<file path="config.mk">
export PLATFORM = sky130hd
export DESIGN_NAME = motor_cutoff_ctrl
export DESIGN_NICKNAME = d
export VERILOG_FILES = /design/src/rtl/mcut_pkg.sv /design/src/rtl/mcut_ctrl_reg.sv /design/src/rtl/mcut_hold.sv /design/src/rtl/mcut_pin_mux.sv /design/src/rtl/motor_cutoff_ctrl.sv
export SDC_FILE = /design/constraint.sdc
export NUM_CORES = 1
export LEC_CHECK = 0
export ABC_AREA = 1
export BUFFER_PORTS_ARGS = -buffer_cell sky130_fd_sc_hd__buf_4
export CAP_MARGIN = 20
export CORE_UTILIZATION = 34
export CTS_CLUSTER_SIZE = 25
export DETAILED_ROUTE_END_ITERATION = 6
export PLACE_DENSITY = 0.79
export SLEW_MARGIN = 5
export SYNTH_ARGS = -nofsm -noshare
export SYNTH_HDL_FRONTEND = slang
export SYNTH_SLANG_ARGS = --single-unit
</file>
<file path="constraint.sdc">
create_clock -name clk -period 2.08 [get_ports clk]
set_clock_uncertainty 0.2 [all_clocks]
set_input_delay 0.416 -clock clk [delete_from_list [all_inputs] [get_ports clk]]
set_output_delay 0.416 -clock clk [all_outputs]
set_load 0.05 [all_outputs]
</file>
<file path="src/rtl/mcut_pkg.sv">
`timescale 1ns/1ps
package mcut_pkg;
  localparam int CTRL_W   = 8;
  localparam int LIVE_W   = 5;
  localparam int F_RELOAD = 0;
  localparam int F_CUT    = 1;
  localparam int F_ADT0   = 2;
  localparam int F_ADT1   = 3;
  localparam int F_IRQ    = 4;

  typedef struct packed {
    logic irq_src;
    logic adt1;
    logic adt0;
    logic cut_en;
    logic reload;
  } ctrl_t;

  typedef enum logic [1:0] {DRV_PORT = 2'd0, DRV_PWM = 2'd1, DRV_HIZ = 2'd2} drive_e;

  // Read view: live fields at the bottom, everything above reads zero.
  function automatic logic [CTRL_W-1:0] read_view(input ctrl_t c);
    logic [CTRL_W-1:0] r;
    r = '0;
    r[LIVE_W-1:0] = c;
    return r;
  endfunction

  // Extract the live fields from a write word; reserved and unassigned bits dropped.
  function automatic ctrl_t write_view(input logic [CTRL_W-1:0] w);
    return ctrl_t'(w[LIVE_W-1:0]);
  endfunction

  // Reload select is masked by either mode flag.
  function automatic logic reload_mask(input logic sel, input logic m0, input logic tri_m);
    return sel & ~m0 & ~tri_m;
  endfunction

  // Sticky high-impedance state: set on shutdown with cutoff enabled,
  // released only when shutdown is high and cutoff is disabled.
  function automatic logic hiz_next(input logic cur, input logic cut, input logic sd_n);
    logic n;
    n = cur;
    if (!sd_n && cut)      n = 1'b1;
    else if (sd_n && !cut) n = 1'b0;
    return n;
  endfunction

  function automatic drive_e pick_drive(input logic cutoff, input logic ena, input logic sd_n);
    drive_e d;
    if (cutoff)          d = DRV_HIZ;
    else if (ena && sd_n) d = DRV_PWM;
    else                 d = DRV_PORT;
    return d;
  endfunction
endpackage

</file>
<file path="src/rtl/mcut_ctrl_reg.sv">
`timescale 1ns/1ps
module mcut_ctrl_reg
  import mcut_pkg::*;
#(
  parameter int W = CTRL_W
) (
  input  logic         clk,
  input  logic         rst_n,
  input  logic         prot_open,
  input  logic         wr,
  input  logic [W-1:0] wdata,
  output logic [W-1:0] rdata,
  output ctrl_t        fields
);
  ctrl_t q;
  logic  wr_accept;

  assign wr_accept = wr & prot_open;

  always_ff @(posedge clk or negedge rst_n) begin
    if (!rst_n)         q <= '0;
    else if (wr_accept) q <= write_view(wdata[CTRL_W-1:0]);
  end

  assign fields = q;
  assign rdata  = W'(read_view(q));
endmodule

</file>
<file path="src/rtl/mcut_hold.sv">
`timescale 1ns/1ps
module mcut_hold
  import mcut_pkg::*;
(
  input  logic   clk,
  input  logic   rst_n,
  input  logic   shutdown_n,
  input  logic   cut_en,
  input  logic   ena_wr,
  input  logic   ena_wdata,
  output logic   ena_q,
  output logic   cutoff_active,
  output drive_e drive
);
  logic hiz_q;

  always_ff @(posedge clk or negedge rst_n) begin
    if (!rst_n)           ena_q <= 1'b0;
    else if (!shutdown_n) ena_q <= 1'b0;
    else if (ena_wr)      ena_q <= ena_wdata;
  end

  always_ff @(posedge clk or negedge rst_n) begin
    if (!rst_n) hiz_q <= 1'b0;
    else        hiz_q <= hiz_next(hiz_q, cut_en, shutdown_n);
  end

  assign cutoff_active = hiz_q | (cut_en & ~shutdown_n);
  assign drive         = pick_drive(cutoff_active, ena_q, shutdown_n);
endmodule

</file>
<file path="src/rtl/mcut_pin_mux.sv">
`timescale 1ns/1ps
module mcut_pin_mux
  import mcut_pkg::*;
#(
  parameter int N = 6
) (
  input  drive_e       drive,
  input  logic [N-1:0] pwm_in,
  input  logic [N-1:0] port_dout,
  input  logic [N-1:0] port_dir,
  output logic [N-1:0] pin_out,
  output logic [N-1:0] pin_oe
);
  for (genvar i = 0; i < N; i++) begin : g_pin
    always_comb begin
      unique case (drive)
        DRV_PWM: begin pin_out[i] = pwm_in[i];    pin_oe[i] = 1'b1;        end
        DRV_HIZ: begin pin_out[i] = 1'b0;         pin_oe[i] = 1'b0;        end
        default: begin pin_out[i] = port_dout[i]; pin_oe[i] = port_dir[i]; end
      endcase
    end
  end
endmodule

</file>
<file path="src/rtl/motor_cutoff_ctrl.sv">
`timescale 1ns/1ps
module motor_cutoff_ctrl
  import mcut_pkg::*;
#(
  parameter int NUM_PINS = 6,
  parameter int REG_W    = CTRL_W
) (
  input  logic                clk,
  input  logic                rst_n,
  input  logic                prot_open,
  input  logic                reg_wr,
  input  logic [REG_W-1:0]    reg_wdata,
  output logic [REG_W-1:0]    reg_rdata,
  input  logic                ena_wr,
  input  logic                ena_wdata,
  output logic                ena_flag,
  input  logic                shutdown_n,
  input  logic                mode0_active,
  input  logic                tri_mod_active,
  output logic                reload_sel_eff,
  output logic                adtrig0_mode,
  output logic                adtrig1_mode,
  output logic                irq_src_sel,
  input  logic [NUM_PINS-1:0] pwm_in,
  input  logic [NUM_PINS-1:0] port_dout,
  input  logic [NUM_PINS-1:0] port_dir,
  output logic [NUM_PINS-1:0] pin_out,
  output logic [NUM_PINS-1:0] pin_oe
);
  ctrl_t  fields;
  drive_e drive;
  logic   cutoff_active;

  mcut_ctrl_reg #(.W(REG_W)) u_reg (
    .clk(clk), .rst_n(rst_n), .prot_open(prot_open), .wr(reg_wr),
    .wdata(reg_wdata), .rdata(reg_rdata), .fields(fields)
  );

  mcut_hold u_hold (
    .clk(clk), .rst_n(rst_n), .shutdown_n(shutdown_n), .cut_en(fields.cut_en),
    .ena_wr(ena_wr), .ena_wdata(ena_wdata), .ena_q(ena_flag),
    .cutoff_active(cutoff_active), .drive(drive)
  );

  mcut_pin_mux #(.N(NUM_PINS)) u_mux (
    .drive(drive), .pwm_in(pwm_in), .port_dout(port_dout), .port_dir(port_dir),
    .pin_out(pin_out), .pin_oe(pin_oe)
  );

  assign reload_sel_eff = reload_mask(fields.reload, mode0_active, tri_mod_active);
  assign adtrig0_mode   = fields.adt0;
  assign adtrig1_mode   = fields.adt1;
  assign irq_src_sel    = fields.irq_src;
endmodule

</file>
## After elaboration in Yosys (flattened, before gate mapping)

Cells that the tools add are included.

| storage, ports and cells | value |
|---|---|
| bits in registers | 7 |
| bits of input ports | 35 |
| output and inout bits | 25 |
| word-level logic and storage cells | 42 |

| cells by class | value |
|---|---|
| eq/ne operators | 3 |
| multiplexer cells | 18 |
| bitwise logic cells | 8 |
| reduce and logical (&&, ||, !) cells | 6 |

Operator list:

| cell | count |
|---|---|
| $pmux 1 s2 | 12 |
| $mux 1 | 5 |
| $and 1x1->1 | 4 |
| $logic_and 1x1->1 | 3 |
| $not 1->1 | 3 |
| $eq 2x1->1 const B | 1 |
| $eq 2x2->1 const B | 1 |
| $logic_not 1->1 | 2 |
| $mux 2 | 1 |
| $ne 2x2->1 const B | 1 |
| $reduce_bool 2->1 | 1 |
| $or 1x1->1 | 1 |

## Longest topological paths before layout

Gate-level depths: netlist of run 1.

| depth | value |
|---|---|
| depth after elaboration | 6 |
| gate-level depth with buffers | 6 |
| mapped depth without buffers | 5 |

## Modules after synthesis

Synthesis of run 1 repeated with hierarchy kept, for this count alone.

| second synthesis, totals | value |
|---|---|
| cells, all modules | 85 |
| area total of the unflattened synthesis | 565.5 um2 |

Modules (own cells, without submodules):

| module | instances | cells an instance | area an instance (um2) | seq. area each (um2) |
|---|---|---|---|---|
| mcut_ctrl_reg | 1 | 30 | 257.7 | 125.1 |
| mcut_pin_mux | 1 | 36 | 175.2 | 0.0 |
| mcut_hold | 1 | 16 | 118.9 | 50.0 |
| motor_cutoff_ctrl | 1 | 3 | 13.8 | 0.0 |

## Least setup slack after synthesis of run 1

OpenSTA, ideal clock, no wires.

| timing | value |
|---|---|
| kind | register to output |
| start point | register u_reg.q, in the netlist u_reg.fields[0] |
| end point | output port reload_sel_eff |
| arrival | 1.844 ns |
| data required time | 1.464 ns |
| slack | -0.380 ns |
| stages on the path, launching flop included | 2 |
| buffers on the path | 0 |
| cell sequence | dfrtp_1 -> nor3b_1 |

| between the ends | value |
|---|---|
| word-level cells in the longest chain between the ends | 2 |

Ends and longest elaborated chain:

| item | RTL line | source |
|---|---|---|
| from (decl) | mcut_ctrl_reg.sv:15 | `ctrl_t q;` |
| from (signal assigned) | mcut_ctrl_reg.sv:22 | `else if (wr_accept) q <= write_view(wdata[CTRL_W-1:0]);` |
| $and 1x1->1 (2 in a row) | mcut_pkg.sv:36 | `return sel & ~m0 & ~tri_m;` |
| to (decl) | motor_cutoff_ctrl.sv:20 | `output logic reload_sel_eff,` |

No other way between the ends.

## Worst setup path in the final report of run 1

| timing | value |
|---|---|
| start point | register u_reg.q, in the netlist u_reg.fields[1] |
| end point | output port pin_out[3] |

| between the ends | value |
|---|---|
| word-level cells in the longest chain between the ends | 5 |

Ends and longest elaborated chain:

| item | RTL line | source |
|---|---|---|
| $and 1x1->1 (*) | mcut_hold.sv:28 | `assign cutoff_active = hiz_q \| (cut_en & ~shutdown_n);` |
| $or 1x1->1 (*) | mcut_hold.sv:28 |  |
| $mux 2 (*) | mcut_pkg.sv:51 | `if (cutoff) d = DRV_HIZ;` |
| $eq 2x2->1 / $eq 2x1->1 (equally long branches) | mcut_pin_mux.sv:16 | `unique case (drive)` |
| $pmux 1 s2 (*) | mcut_pin_mux.sv:16 |  |
| to (decl) | motor_cutoff_ctrl.sv:27 | `output logic [NUM_PINS-1:0] pin_out,` |

Every way passes the cells marked *; elsewhere a longest branch is shown, timed or not.

==> results.cfg, run 1 <==
[outcome]
outcome = complete, no violations

[floorplanning]
coreArea_um2 = 1520
die-width_um = 42.7
io_pins = 60
die-area_um2 = 1830
rows = 14
die_h_um = 42.7
start_util_pct = 37.0

[clocking]
clk_latency_ns = 0.25
clkTransAtPathRegs_ns = 0.06
root_buffer = clkbuf_4
cts_tree = built
htree_num_levels = 1
cts_buffer_depth = 2
cts_buffers = 3
cts_sinks = 7

[layout]
drive_gt1_share_pct = 44.0
fin_cells = 157
final_area_um2 = 1010
area_growth_pct = 79.8
nets = 178
utilization_pct = 66.6
num_antenna_cells = 0

[place]
dpl.hpwl_um = 1240
io_buffers = 53
finalWeightedCongestion = 0.648
place_inst = 151
placed_cell_area_um2 = 940
dpl_worst_slack_ns = 0.0686

[global_route]
grt_max_degree = 19
grt_pass1_wl_um = 2290
grt_use_met3_pct = 5.11
use_met2_pct = 30.3
grt_pass1_vias = 589
antenna_found_initial = 0
busiest_layer = met2
gr-total-overflow = 0
met1_usage_pct = 16.7
track_usage_pct = 16.5

[synth]
yosys_warnings = 0
yosys-top-cells-area = dfrtp_1, nand2_1, nand3_1, inv_1, buf_4
yosys.area.top_type = dfrtp_1
avgSynthCellArea_um2 = 6.41
ys_ff_latch = 7
netlist_instances = 88
yosysSeqAreaShare_pct = 31.0
synth_area_um2 = 564
synth_top_area_share_pct = 31.0
ys_types = 12

[worst_setup_path]
critPathMaxFanout = 18
critPathRequiredTime_ns = 1.46
end_kind = primary output
cp-start-kind = flip-flop
critPathKind = reg -> out
cp.arrival_ns = 1.43

[drt]
antenna_left = 0
drt-pass1-iter-count = 4
drt_iter0_drc = 6
post_drt_wl_per_cell_um = 9.57
wl_um = 1500
via_per_inst = 4.52
vias = 710
drc = 0

[pwr]
power.leakage_nw = 0.648
vdd.ir_drop.worst_mv = 0.425
power.density_nw_per_um2 = 780
finalPower_uw = 792

[timing]
fmax_mhz = 488
hold-worst-slack_ns = 0.193
period_needed_ns = 2.05
rsz0062_at_grt = true
finalSetupViolations = 0
drv_slew = 0
finalHoldViolCount = 0
period_share_pct = 98.5
fin_tns_setup_ns = 0
finalWorstSetupSlack_ns = 0.0306

[worst_hold_path]
min_path_type = in -> reg

[job]
maxCapViolCount = 0
==> registers in the layout, indices dropped and copies added, names as in the netlist <==
register and count:
u_hold.ena_q 1, u_hold.hiz_q 1, u_reg.fields 5
==> cells by family (layout without fill, tap and decap cells) <==
group                      count (synthesis)  in the layout  synth area share (%)
and+or+nand+nor                           52             52                  40.4
buffers and inverters                     25             76                  23.9
DFF                                        7              7                  31.0
AOI/OAI and AO/OA                          2              2                  1.77
adders and majority gates                  1              1                  2.22
other                                      1              3                 0.665
==> layer usage <==
metal / up-vias / share of wire, % / wire (µm)
met5: - / 0 / 0
met4: 0 / 1.9 / 29
met3: 3 / 15 / 220
met2: 49 / 49 / 731
met1: 296 / 35 / 521
li1: 362 / - / -
==> critical path, cell delays in order, from the launching register on <==
cell,delay (ns)
dfrtp_1,0.38
ha_2,0.19
nor2_4,0.12
buf_12,0.14
nand3_1,0.09
nand2_1,0.09
buf_6,0.16
==> what timing repair did <==
item,in CTS,in global routing
gates resized for setup,8,1
endpoints found under the setup margin,6,12
hold buffers,1,0
setup buffers,0,1
pin swaps,0,1
hold endpoints to repair,7,0
==> cell usage after synthesis (all sizes together) <==
cell and count:
nand2 31, nand3 17, inv 16, buf 9, dfrtp 7, nor2 3
o21ai 2, conb 1, ha 1, nor3b 1
==> final timing paths <==
check | startpoint | depth (start not counted) | slack [ns] | endpoint
max reg2reg | u_reg.fields[1]$_DFFE_PN0P_ | 2 | 0.98 | u_hold.hiz_q$_DFFE_PN0P_
min in group asynchronous | rst_n | 2 | 0.31 | u_reg.fields[1]$_DFFE_PN0P_
min | reg_wdata[3] | 3 | 0.19 | u_reg.fields[3]$_DFFE_PN0P_
min reg2reg | u_reg.fields[0]$_DFFE_PN0P_ | 2 | 0.31 | u_reg.fields[0]$_DFFE_PN0P_
max in group asynchronous | rst_n | 2 | 1.25 | u_reg.fields[2]$_DFFE_PN0P_
max | u_reg.fields[1]$_DFFE_PN0P_ | 6 | 0.03 | pin_out[3]
==> report_power, final <==
group | internal, mW | switching [mW] | leakage [nW]
clock | 0.0734 | 0.0529 | 0.0150
combinational | 0.176 | 0.322 | 0.545
sequential | 0.153 | 0.0144 | 0.0881
total | 0.402 | 0.389 | 0.648
==> placed cells by master (no fill, tap or decap), drive strengths merged <==
cell,netlist,layout
buf,9,55
nand2,31,31
nand3,17,17
inv,16,16
dfrtp,7,7
clkbuf,0,4
conb,1,3
nor2,3,3
o21ai,2,2
nor3b,1,1
ha,1,1
dlygate4sd3,0,1
==> layout make-up <==
class / count / area (µm²)
clock buffers: 4 / 26.3
fillers: 136 / 509
inverters: 16 / 60.1
multi-input cells: 58 / 272
flip-flops and latches: 7 / 175
well taps: 16 / 20.0
repair buffers: 56 / 462
(Power assumes the default switching activity.)
==> inputs of run 2 (changes only) <==
- ABC_AREA: 1 -> 0
- CORE_MARGIN: unset -> 1
- PLACE_DENSITY: 0.79 -> 0.78
==> results.cfg, run 2 <==
[synth]
synth_area_um2 = 579
synth_top_area_share_pct = 30.2
synth_top_family_by_area = compound AO/OA/AOI/OAI gates
synthMuxAreaShare_pct = 13.4
synth_xor_area_share_pct = 0
synthTopCellsByCount = buf_4, dfrtp_1
synthSimpleGateAreaFrac_pct = 10.6
synthFlopType = dfrtp_1
async_flop_share_pct = 100
ys_types = 19
avgSynthCellArea_um2 = 9.99
yosys_warnings = 0
netlist_instances = 58
ys_ff_latch = 7
synth_compound_area_share_pct = 27.2
synth_edf_count = 0
yosysSeqAreaShare_pct = 30.2
synth_fa_ha_area_share_pct = 2.16
yosys-top-cells-area = dfrtp_1, mux2_2, buf_4, a21oi_2, o21a_1
yosys.area.top_type = dfrtp_1
yosysMostFrequentCell = buf_4

[floorplanning]
io_pins = 60
rows = 14
die-width_um = 43.3
die_h_um = 43.3
start_util_pct = 37.6
coreArea_um2 = 1540
die-area_um2 = 1870

[outcome]
outcome = complete, no violations

[global_route]
antenna_found_initial = 0
grt_max_degree = 16
grt_pass1_wl_um = 2280
gr-total-overflow = 0
grt_pass1_vias = 533
track_usage_pct = 16.0

[clocking]
cts_sinks = 7
htree_num_levels = 1
cts_buffer_depth = 2
cts_buffers = 3
cts_tree = built
clkTransAtPathRegs_ns = 0.05
root_buffer = clkbuf_4
clk_latency_ns = 0.24

[place]
dpl.hpwl_um = 1230
finalWeightedCongestion = 0.655
io_buffers = 53

[layout]
nets = 148
final_common_cell = buf_4
num_antenna_cells = 0
largest_reg_flops = 5
area_growth_pct = 81.2
layout_common_cells = buf_4, buf_6
drive_gt1_share_pct = 76.6

[timing]
hold-worst-slack_ns = 0.202
drv_slew = 0
finalSetupViolations = 0
period_needed_ns = 2.07
period_share_pct = 99.6
finalHoldViolCount = 0
fin_tns_setup_ns = 0
rsz0062_at_grt = true
fmax_mhz = 482

[pwr]
power.density_nw_per_um2 = 823
power.leakage_nw = 0.531
vdd.ir_drop.worst_mv = 0.590

[drt]
drt-pass1-iter-count = 4
vias = 601
antenna_left = 0
post_drt_wl_per_cell_um = 12.4
drt_iter0_drc = 7
wl_um = 1580
via_per_inst = 4.73
drc = 0

[worst_setup_path]
critPathKind = reg -> out
critPathRequiredTime_ns = 1.46
cp.arrival_ns = 1.46
end_kind = primary output
critPathMaxFanout = 6
cp-start-kind = flip-flop

[worst_hold_path]
min_path_type = in -> reg

[job]
maxCapViolCount = 0
## run 2: through the flow
stage | instances | setup WS [ns] | instance area (µm²) | utilization (%) | power [mW]
6_report | 127 | 0.00732 | 1050 | 68.1 | 0.864
5_1_grt | 127 | -0.0511 | 1050 | 68.1 | 0.898
4_1_cts | 127 | -0.00801 | 1040 | 67.5 | 0.868
3_5_place_dp | 121 | 0.00441 | 970 | 62.9 | 0.717
3_3_place_gp | 121 | 0.0307 | 970 | 62.9 | 0.708
2_1_floorplan | 60 | -0.134 | 623 | - | 0.572
## run 2: logic make-up (layout without fill, tap and decap cells)
group,after synthesis,after routing
muxes,7,7
other,1,3
buffers and inverters,12,63
AOI/OAI and AO/OA,18,18
DFF,7,7
and+or+nand+nor,12,12
adders and majority gates,1,1
## run 2: timing repair
item	CTS	global route
setup buffers	1	0
hold buffers	1	0
setup endpoints to repair	12	9
pin swaps	1	0
endpoints found under the hold margin	7	0
resized for setup	9	2
## run 2: final cells by class
type,count,area [µm²]
Fill cell,127,492
Timing Repair Buffer,58,464
Multi-Input combinational cell,41,359
Sequential cell,7,176
Clock buffer,4,26.3
Tap cell,16,20.0
Inverter,1,3.75
## run 2: critical path, stage by stage, from the launching register on
cell,delay (ns)
dfrtp_1,0.37
ha_2,0.18
or2_1,0.22
buf_6,0.15
a21oi_4,0.12
buf_6,0.17
## run 2: path summary, 6_finish.rpt
path,startpoint,endpoint,slack [ns],depth (start not counted)
min in group asynchronous,rst_n,u_reg.fields[4]$_DFFE_PN0P_,0.35,2
hold reg to reg,u_reg.fields[4]$_DFFE_PN0P_,u_reg.fields[4]$_DFFE_PN0P_,0.33,1
setup reg to reg,u_reg.fields[1]$_DFFE_PN0P_,u_hold.hiz_q$_DFFE_PN0P_,0.75,2
max in group asynchronous,rst_n,u_hold.ena_q$_DFFE_PN0P_,1.20,2
hold / removal,reg_wdata[4],u_reg.fields[4]$_DFFE_PN0P_,0.20,2
setup / recovery,u_reg.fields[1]$_DFFE_PN0P_,pin_out[4],0.007,5
## run 2: report_power, final
part,internal [mW],switching (mW),total [mW]
Sequential,0.157,0.0173,0.174
Clock,0.0731,0.0479,0.121
Combinational,0.217,0.351,0.568
Total,0.447,0.417,0.864
## run 2: per-layer routing
metal	share of wire, %	vias to the layer above	track usage (%)
li1	-	299	-
met1	38	278	19.2
met2	56	24	28.7
met3	5.6	0	2.13
met4	0	0	5.45
met5	0	-	0
